File: src/rtl/rx_coal_pkg.sv
package rx_coal_pkg;
    typedef enum logic {
        CH_IDLE   = 1'b0,
        CH_GATHER = 1'b1
    } ch_state_e;

    localparam logic [7:0] OPC_SET_TMO = 8'h13;
    localparam logic [7:0] OPC_SET_MAX = 8'h21;
    localparam int         MAX_IDX_LSB = 16;
endpackage

File: src/rtl/rx_coal_cfg.sv
module rx_coal_cfg
    import rx_coal_pkg::*;
#(
    parameter int NQ      = 8,
    parameter int CW      = 8,
    parameter int TW      = 16,
    parameter int DW      = 32,
    parameter int OPW     = 8,
    parameter int DEF_MAX = 4,
    parameter int DEF_TMO = 0
) (
    input  logic                     clk,
    input  logic                     rst_n,
    input  logic                     cmd_valid,
    input  logic [OPW-1:0]           cmd_op,
    input  logic [DW-1:0]            cmd_data,
    output logic [TW-1:0]            tmo_val,
    output logic [NQ-1:0][CW-1:0]    max_val
);
    localparam int QW = (NQ > 1) ? $clog2(NQ) : 1;

    logic set_tmo;
    logic set_max;
    logic [QW-1:0] sel_q;

    assign set_tmo = cmd_valid && (cmd_op == OPW'(OPC_SET_TMO));
    assign set_max = cmd_valid && (cmd_op == OPW'(OPC_SET_MAX));
    assign sel_q   = cmd_data[MAX_IDX_LSB +: QW];

    always_ff @(posedge clk or negedge rst_n) begin
        if (!rst_n) begin
            tmo_val <= TW'(DEF_TMO);
        end else if (set_tmo) begin
            tmo_val <= cmd_data[TW-1:0];
        end
    end

    for (genvar q = 0; q < NQ; q++) begin : g_max
        always_ff @(posedge clk or negedge rst_n) begin
            if (!rst_n) begin
                max_val[q] <= CW'(DEF_MAX);
            end else if (set_max && (sel_q == QW'(q))) begin
                max_val[q] <= cmd_data[CW-1:0];
            end
        end
    end
endmodule

File: src/rtl/rx_coal_channel.sv
module rx_coal_channel
    import rx_coal_pkg::*;
#(
    parameter int CW = 8,
    parameter int TW = 16
) (
    input  logic          clk,
    input  logic          rst_n,
    input  logic          frame,
    input  logic          tick_en,
    input  logic [CW-1:0] max_cnt,
    input  logic [TW-1:0] tmo,
    output logic          fire
);
    ch_state_e     state_q, state_d;
    logic [CW-1:0] cnt_q, cnt_d;
    logic [TW-1:0] tmr_q, tmr_d;
    logic [CW:0]   cnt_inc;
    logic [TW:0]   tmr_inc;
    logic          expire;
    logic          one_shot;

    assign cnt_inc  = {1'b0, cnt_q} + 1'b1;
    assign tmr_inc  = {1'b0, tmr_q} + 1'b1;
    assign one_shot = (max_cnt <= CW'(1));
    assign expire   = (state_q == CH_GATHER) && tick_en && (tmo != '0)
                      && (tmr_inc >= {1'b0, tmo});

    // state register
    always_ff @(posedge clk or negedge rst_n) begin
        if (!rst_n) begin
            state_q <= CH_IDLE;
            cnt_q   <= '0;
            tmr_q   <= '0;
        end else begin
            state_q <= state_d;
            cnt_q   <= cnt_d;
            tmr_q   <= tmr_d;
        end
    end

    // transitions and outputs
    always_comb begin
        state_d = state_q;
        cnt_d   = cnt_q;
        tmr_d   = tmr_q;
        fire    = 1'b0;
        unique case (state_q)
            CH_IDLE: begin
                if (frame) begin
                    if (one_shot) begin
                        fire = 1'b1;
                    end else begin
                        state_d = CH_GATHER;
                        cnt_d   = CW'(1);
                        tmr_d   = '0;
                    end
                end
            end
            CH_GATHER: begin
                if (frame && (cnt_inc >= {1'b0, max_cnt})) begin
                    fire    = 1'b1;
                    state_d = CH_IDLE;
                    cnt_d   = '0;
                    tmr_d   = '0;
                end else if (expire) begin
                    fire  = 1'b1;
                    tmr_d = '0;
                    if (frame) begin
                        cnt_d = CW'(1);
                    end else begin
                        state_d = CH_IDLE;
                        cnt_d   = '0;
                    end
                end else if (frame) begin
                    cnt_d = cnt_inc[CW-1:0];
                    tmr_d = '0;
                end else if (tick_en && (tmr_q != '1)) begin
                    tmr_d = tmr_inc[TW-1:0];
                end
            end
            default: begin
                state_d = CH_IDLE;
            end
        endcase
    end
endmodule

File: src/rtl/rx_coal_pending.sv
module rx_coal_pending #(
    parameter int NQ = 8
) (
    input  logic          clk,
    input  logic          rst_n,
    input  logic [NQ-1:0] fire,
    input  logic [NQ-1:0] clr,
    output logic [NQ-1:0] pend
);
    always_ff @(posedge clk or negedge rst_n) begin
        if (!rst_n) begin
            pend <= '0;
        end else begin
            pend <= (pend & ~clr) | fire;
        end
    end
endmodule

File: src/rtl/rx_coal_ctrl.sv
module rx_coal_ctrl #(
    parameter int NQ      = 8,
    parameter int CW      = 8,
    parameter int TW      = 16,
    parameter int DW      = 32,
    parameter int OPW     = 8,
    parameter int DEF_MAX = 4,
    parameter int DEF_TMO = 0
) (
    input  logic           clk,
    input  logic           rst_n,
    input  logic           tick_en,
    input  logic [NQ-1:0]  frame_done,
    input  logic           cmd_valid,
    input  logic [OPW-1:0] cmd_op,
    input  logic [DW-1:0]  cmd_data,
    input  logic [NQ-1:0]  irq_clr,
    output logic [NQ-1:0]  irq_pending,
    output logic           irq
);
    logic [TW-1:0]         tmo_val;
    logic [NQ-1:0][CW-1:0] max_val;
    logic [NQ-1:0]         fire_vec;

    rx_coal_cfg #(
        .NQ(NQ), .CW(CW), .TW(TW), .DW(DW), .OPW(OPW),
        .DEF_MAX(DEF_MAX), .DEF_TMO(DEF_TMO)
    ) u_cfg (
        .clk      (clk),
        .rst_n    (rst_n),
        .cmd_valid(cmd_valid),
        .cmd_op   (cmd_op),
        .cmd_data (cmd_data),
        .tmo_val  (tmo_val),
        .max_val  (max_val)
    );

    for (genvar q = 0; q < NQ; q++) begin : g_ch
        rx_coal_channel #(.CW(CW), .TW(TW)) u_ch (
            .clk    (clk),
            .rst_n  (rst_n),
            .frame  (frame_done[q]),
            .tick_en(tick_en),
            .max_cnt(max_val[q]),
            .tmo    (tmo_val),
            .fire   (fire_vec[q])
        );
    end

    rx_coal_pending #(.NQ(NQ)) u_pend (
        .clk  (clk),
        .rst_n(rst_n),
        .fire (fire_vec),
        .clr  (irq_clr),
        .pend (irq_pending)
    );

    assign irq = |irq_pending;
endmodule

File: config.mk
export PLATFORM = sky130hd
export DESIGN_NAME = rx_coal_ctrl
export DESIGN_NICKNAME = d
export VERILOG_FILES = /design/src/rtl/rx_coal_pkg.sv /design/src/rtl/rx_coal_cfg.sv /design/src/rtl/rx_coal_channel.sv /design/src/rtl/rx_coal_pending.sv /design/src/rtl/rx_coal_ctrl.sv
export SDC_FILE = /design/constraint.sdc
export NUM_CORES = 1
export LEC_CHECK = 0
export BUFFER_PORTS_ARGS = -buffer_cell sky130_fd_sc_hd__buf_4
export CAP_MARGIN = 20
export CORE_MARGIN = 2
export CORE_UTILIZATION = 40
export CTS_BUF_LIST = sky130_fd_sc_hd__clkbuf_8
export DETAILED_ROUTE_END_ITERATION = 8
export PLACE_DENSITY = 0.53
export SLEW_MARGIN = 10
export SYNTH_ARGS = -nofsm -noshare
export SYNTH_HDL_FRONTEND = slang
export SYNTH_HIERARCHICAL = 1
export SYNTH_SLANG_ARGS = --single-unit
File: constraint.sdc
create_clock -name clk -period 4.1 [get_ports clk]
set_input_delay 0.615 -clock clk [delete_from_list [all_inputs] [get_ports clk]]
set_output_delay 0.615 -clock clk [all_outputs]
set_load 0.01 [all_outputs]
-- Word-level counts from Yosys, hierarchy flattened
Index checks and enable logic that the tools add are counted.
W data, S select, Z words.
- register bits after elaboration: 288
- bits of input ports: 60
- output and inout bits: 9
- logic and storage cells: 403
- add/subtract/negate cells: 16
- magnitude comparators: 24
- equal/unequal tests: 49
- mux-type cells: 200
- bitwise gates (word level): 11
- reductions and logical operators: 69
- operators with widths (kind ; count):
    $mux W16 ; 48
    $mux W8 ; 40
    $pmux W16 S2 ; 8
    $add A16 B1 Y17 const B ; 8
    $ge A17 B16 Y1 ; 8
    $ne A16 B16 Y1 const B ; 8
    $pmux W8 S2 ; 8
    $mux W1 ; 80
    $add A8 B1 Y9 const B ; 8
    $ge A9 B8 Y1 ; 8
    $le A8 B1 Y1 const B ; 8
    $logic_and A1 B1 Y1 ; 50
    $reduce_and A3 Y1 ; 16
    $ne A5 B5 Y1 const B ; 8
    $ne A2 B2 Y1 const B ; 16
    $ne A4 B4 Y1 const B ; 8
    $pmux W1 S2 ; 16
    $reduce_bool A16 Y1 ; 1
    $eq A3 B3 Y1 const B ; 4
    $and A8 B8 Y8 ; 1
    $eq A8 B5 Y1 const B ; 1
    $eq A8 B6 Y1 const B ; 1
    $not A1 Y1 ; 8
    $not A8 Y8 ; 1
    5 further kinds ; 6

-- Depth between registers and ports, before layout
- depth in word-level cells: 7
- depth in mapped cells: 16
- mapped depth without buffers: 15

-- Modules after synthesis
The synthesis kept the hierarchy.
- modules (own cells, without submodules) (module ; times used ; cells each ; area an instance (um^2) ; seq. area each (um^2)):
    rx_coal_channel at g_ch[1].u_ch ... ; 4 ; 269 ; 2263.4 ; 625.6
    rx_coal_cfg ; 1 ; 184 ; 3164.3 ; 2011.9
    rx_coal_channel at g_ch[0].u_ch ; 1 ; 261 ; 2402.3 ; 625.6
    rx_coal_channel at g_ch[3].u_ch ; 1 ; 281 ; 2344.7 ; 625.6
    rx_coal_channel at g_ch[6].u_ch ; 1 ; 263 ; 2306.0 ; 625.6
    rx_coal_channel at g_ch[7].u_ch ; 1 ; 256 ; 2183.3 ; 625.6
    rx_coal_pending ; 1 ; 24 ; 290.3 ; 200.2
    rx_coal_ctrl ; 1 ; 3 ; 16.3 ; 0.0

-- Least setup slack after synthesis
Ideal clock, no wire load.
- path kind: reg2reg
- start: reg g_ch[3].u_ch.tmr_q[0]
- end: reg u_pend.pend[3]
- library setup time: 0.118 ns
- data arrival time: 3.327 ns
- data required time: 3.982 ns
- slack: 0.655 ns
- cell stages (with the launch flop): 16
- buffers on the path: 2
- clock period less this slack: 3.445 ns
- cell sequence: dfrtp_1 -> ha_1 -> nand4_4 -> or2_2 -> clkbuf_1 -> nor2_1 -> xor2_1 -> ha_1 -> a21oi_1 -> o21ai_0 -> a221oi_2 -> o21ai_4 -> o21a_1 -> buf_2 -> a311o_1 -> a21o_1
- word-level cells in the longest chain between the ends: 7
- RTL lines (what ; line ; RTL):
    start, declared ; rx_coal_channel.sv:17 ; logic [TW-1:0] tmr_q, tmr_d;
    start signal, assigned ; rx_coal_channel.sv:38 ; tmr_q <= tmr_d;
    $add A16 B1 Y17 ; rx_coal_channel.sv:24 ; assign tmr_inc = {1'b0, tmr_q} + 1'b1;
    $ge A17 B16 Y1 ; rx_coal_channel.sv:27 ; && (tmr_inc >= {1'b0, tmo});
    $logic_and A1 B1 Y1 ; rx_coal_channel.sv:27 ;
    $mux W1 ; rx_coal_channel.sv:66 ; end else if (expire) begin
    $mux W1 ; rx_coal_channel.sv:61 ; if (frame && (cnt_inc >= {1'b0, max_cnt})) begin
    $pmux W1 S2 ; rx_coal_channel.sv:48 ; unique case (state_q)
    net fire_vec[3] ; rx_coal_ctrl.sv:23 ; logic [NQ-1:0] fire_vec;
    $or A8 B8 Y8 ; rx_coal_pending.sv:14 ; pend <= (pend & ~clr) | fire;
    end signal, assigned ; rx_coal_pending.sv:14 ;
    end, declared ; rx_coal_pending.sv:8 ; output logic [NQ-1:0] pend
The timed path passes the listed nets, and every way through them passes these cells.
A chain may end at the register's enable or synchronous reset.

-- Worst setup path after layout
- start: reg g_ch[2].u_ch.tmr_q[0]
- end: reg u_pend.pend[2]
- word-level cells in the longest chain between the ends: 7
- RTL lines (what ; line):
    start, declared ; rx_coal_channel.sv:17
    start signal, assigned ; rx_coal_channel.sv:38
    $add A16 B1 Y17 ; rx_coal_channel.sv:24
    $ge A17 B16 Y1 ; rx_coal_channel.sv:27
    $logic_and A1 B1 Y1 ; rx_coal_channel.sv:27
    $mux W1 ; rx_coal_channel.sv:66
    $mux W1 ; rx_coal_channel.sv:61
    $pmux W1 S2 ; rx_coal_channel.sv:48
    net fire_vec[2] ; rx_coal_ctrl.sv:23
    $or A8 B8 Y8 ; rx_coal_pending.sv:14
The timed path passes the listed nets, and every way through them passes these cells.

==> results.json <==
{
  "min_to": "u_cfg/tmo_val[14]",
  "cts_tree": "yes",
  "synth_edf_count": 0,
  "required_ns": 4.65,
  "p_seq_share_pct": 36.0,
  "ff2ff_path_depth": 13,
  "worstMarginPinSlew_ns": 1.11,
  "yosysWarnings": 6,
  "die_w_um": 237,
  "synthArstFlopShare_pct": 100,
  "finalHoldViolCount": 0,
  "p_switching_mw": 3.38,
  "intPower_mw": 6.12,
  "port_buffers": 55,
  "clkTransAtPathRegs_ns": 0.06,
  "vias": 18117,
  "synth-compound-area-share_pct": 19.0,
  "slew_headroom_pct": 25.7,
  "insertion_delay_ns": 0.68,
  "worst-path-stages": 13,
  "drtPass1Iterations": 5,
  "place.detailed.hpwl_mm": 42.7,
  "final_cells": 3195,
  "synth_area_um2": 21800,
  "nets": 2717,
  "yosys-top-cells-count": "280 x dfrtp_1, 272 x inv_1, 208 x ha_1, 177 x nor2_1, 123 x nand2_1",
  "drcViolationCount": 0,
  "cap_viol_max_count": 0,
  "synth.distinct_cells": 107,
  "clock_path_buffers": 3,
  "ant_nets": 0,
  "syn-instance-count": 2348,
  "yosys-top-cells-area": "dfrtp_1 32%, ha_1 12%, inv_1 4.7%, mux2_2 4.1%, xnor2_1 3.9%",
  "fin_area_um2": 24300,
  "clkPwrFrac_pct": 34.4,
  "post-cts-setup-buffers": 0,
  "synth.most_common_cell": "dfrtp_1",
  "fin_util_pct": 45.2,
  "die_y_um": 237,
  "cts_sinks": 288,
  "path_buf_inv": 0,
  "rsz0062_at_grt": "false",
  "cp.arrival_ns": 4.31,
  "dpl_cell_area_um2": 23000,
  "reg2reg_to": "u_pend/pend[2]",
  "critPathMaxFanout": 9,
  "start_kind": "flop",
  "grt_usage_pct": 21.8,
  "sw_frac_of_total_pct": 35.6,
  "rows": 85,
  "io_pins": 69,
  "cts_buffers": 56,
  "r2r-start": "g_ch[2].u_ch/tmr_q[0]",
  "wl_per_cell_um": 19.0,
  "drive_gt1_share_pct": 16.8,
  "htreeDepth": 2,
  "gp_congestion": 0.835,
  "hp-class": "primary input to flop",
  "area_growth_pct": 11.8,
  "synth_top_area_share_pct": 32.2,
  "synthXorXnorAreaFrac_pct": 6.08,
  "irDropWorstVdd_uv": 274,
  "n_fill_cell": 5293,
  "avgSynthCellArea_um2": 9.27,
  "dieArea_um2": 56300,
  "root_buffer": "clkbuf_8",
  "criticalPathCategory": "flop to flop",
  "first_global_vias": 18098,
  "synth_fa_ha_area_share_pct": 12.0,
  "max_stage_delay_ns": 0.48,
  "finalSetupViolations": 0,
  "holdCritStartpoint": "cmd_data[14]",
  "yosys.area.top_type": "dfrtp_1",
  "dp.cells": 3086,
  "pwr_density_cell_nw_per_um2": 391,
  "drv_slew": 0,
  "core-area_um2": 53800,
  "min_period_over_period_pct": 91.9,
  "holdPathStages": 2,
  "status": "finished, final reports clean",
  "skew_ns": 0.0226,
  "synth_nets": 2616,
  "vias_per_cell": 5.67,
  "yosys.area_share.simple_pct": 19.1,
  "synthFlopType": "dfrtp_1",
  "grt_pass1_wl_mm": 98.2,
  "postRouteWirelength_mm": 60.6,
  "synthMuxAreaShare_pct": 4.23,
  "grt_overflow": 0,
  "totalPowerFinal_mw": 9.51,
  "synth_seq_area_share_pct": 33.2,
  "crit_slowest_cell": "or3_1",
  "fmax_mhz": 265,
  "synth_top_family_by_area": "simple AND/OR/NAND/NOR gates",
  "antenna_found_initial": 6,
  "setup_tns_ns": 0,
  "drt-initial-drc-count": 1303,
  "ys_ff_latch": 288,
  "reg2reg_slack_ns": 0.33,
  "power_frac_comb_pct": 29.6,
  "grt_max_degree": 109,
  "start_util_pct": 40.4,
  "worst_setup_path_end_kind": "flop",
  "p_leak_nw": 11.2,
  "period_minus_slack_ns": 3.77,
  "crit_family": "compound AO/OA/AOI/OAI gates",
  "cp_cell_sequence": "ha_1 > nand4_1 > or3_1 > nor2_1 > xor2_1 > ha_1 > nand4_1 > o41ai_1 > a221o_1 > a211oi_4 > o22ai_1 > a22o_1 > a21o_1"
}
-- flip-flops by register name, summed over array words and instances, names as in the netlist --
register	flops
g_ch.u_ch/tmr_q	128
u_pend/pend	8
g_ch.u_ch/state_q	8
u_cfg/max_val	64
u_cfg/tmo_val	16
g_ch.u_ch/cnt_q	64
-- cells by family (layout without fill, tap and decap cells) --
group                    after synthesis  in the layout
XOR/XNOR                             151            151
other                                  0              2
buffers and inverters                329            478
adder cells (fa/ha/maj)              208            208
multiplexers                          82             82
AO/OA/AOI/OAI                        546            546
flip-flops                           288            288
AND/OR/NAND/NOR                      744            744
-- cell type report --
| type | count | area (um^2) | area share (%) |
|---|---|---|---|
| Tap cell | 696 | 871 | 3.58 |
| Clock inverter | 35 | 289 | 1.19 |
| Multi-Input combinational cell | 1731 | 13200 | 54.1 |
| Antenna cell | 2 | 5.00 | 0.0206 |
| Clock buffer | 71 | 977 | 4.02 |
| Inverter | 272 | 1020 | 4.20 |
| Sequential cell | 288 | 7220 | 29.7 |
| Timing Repair Buffer | 100 | 786 | 3.23 |
-- how the worst max path moves through the flow --
stage	startpoint	to	slack [ns]
finish	g_ch[2].u_ch/tmr_q[0]	u_pend/pend[2]	0.33
global route	g_ch[1].u_ch/tmr_q[0]	g_ch[1].u_ch/tmr_q[8]	0.04
floorplan	g_ch[3].u_ch/tmr_q[0]	u_pend/pend[3]	0.66
CTS	g_ch[0].u_ch/tmr_q[0]	g_ch[0].u_ch/tmr_q[10]	0.24
global placement	g_ch[0].u_ch/tmr_q[0]	g_ch[0].u_ch/tmr_q[10]	0.32
detailed placement	g_ch[0].u_ch/tmr_q[0]	g_ch[0].u_ch/tmr_q[10]	0.27
-- power by group through the flow --
| stage | combinational [mW] | sequential [mW] | clock, mW |
|---|---|---|---|
| final | 2.82 | 3.42 | 3.27 |
| after global routing | 3.18 | 3.47 | 3.51 |
| after CTS | 2.82 | 3.42 | 3.40 |
| after detailed placement | 2.80 | 3.46 | 0 |
| after global placement | 2.74 | 3.46 | 0 |
| after floorplan | 2.07 | 3.37 | 0 |
-- through the flow --
| step | hold WS [ns] | setup slack, ns |
|---|---|---|
| floorplan | 0.319 | 0.655 |
| global placement | 0.492 | 0.317 |
| detailed placement | 0.502 | 0.274 |
| CTS | 0.115 | 0.237 |
| global route | 0.153 | 0.0411 |
| finish | 0.175 | 0.333 |
-- repair_timing --
| action | 4_1_cts | 5_1_grt |
|---|---|---|
| hold endpoints to repair | 35 | 0 |
| resized for setup | 0 | 2 |
| hold buffers | 1 | 0 |
| setup endpoints to repair | 0 | 8 |
-- layout by cell type (no fill, tap or decap), drive strengths merged, types with 9 or more instances in the layout --
cell       n
a211oi    19
a21o      46
a21oi    128
a22o      19
a22oi     68
a31oi     12
a41oi      9
and2      27
and3      35
and4      11
buf       99
clkbuf    71
clkinv     9
dfrtp    280
ha       208
inv      293
mux2      80
nand2    123
nand2b    20
nand3     95
nand3b    20
nand4     62
nor2     189
nor2b      9
nor3      31
nor4      65
o2111ai    9
o211ai    21
o21ai    103
o221ai    17
o22ai     15
or2       13
or3       26
xnor2     97
xor2      54
-- per-layer routing --
metal	share of wire, %	wire length (um)	global-route usage, %
met3	4.6	2810	3.15
met4	2.3	1400	6.44
met5	0	0	0
met2	45	27400	34.8
met1	48	29000	30.7
No activity file was read; power rests on OpenSTA's default activity.
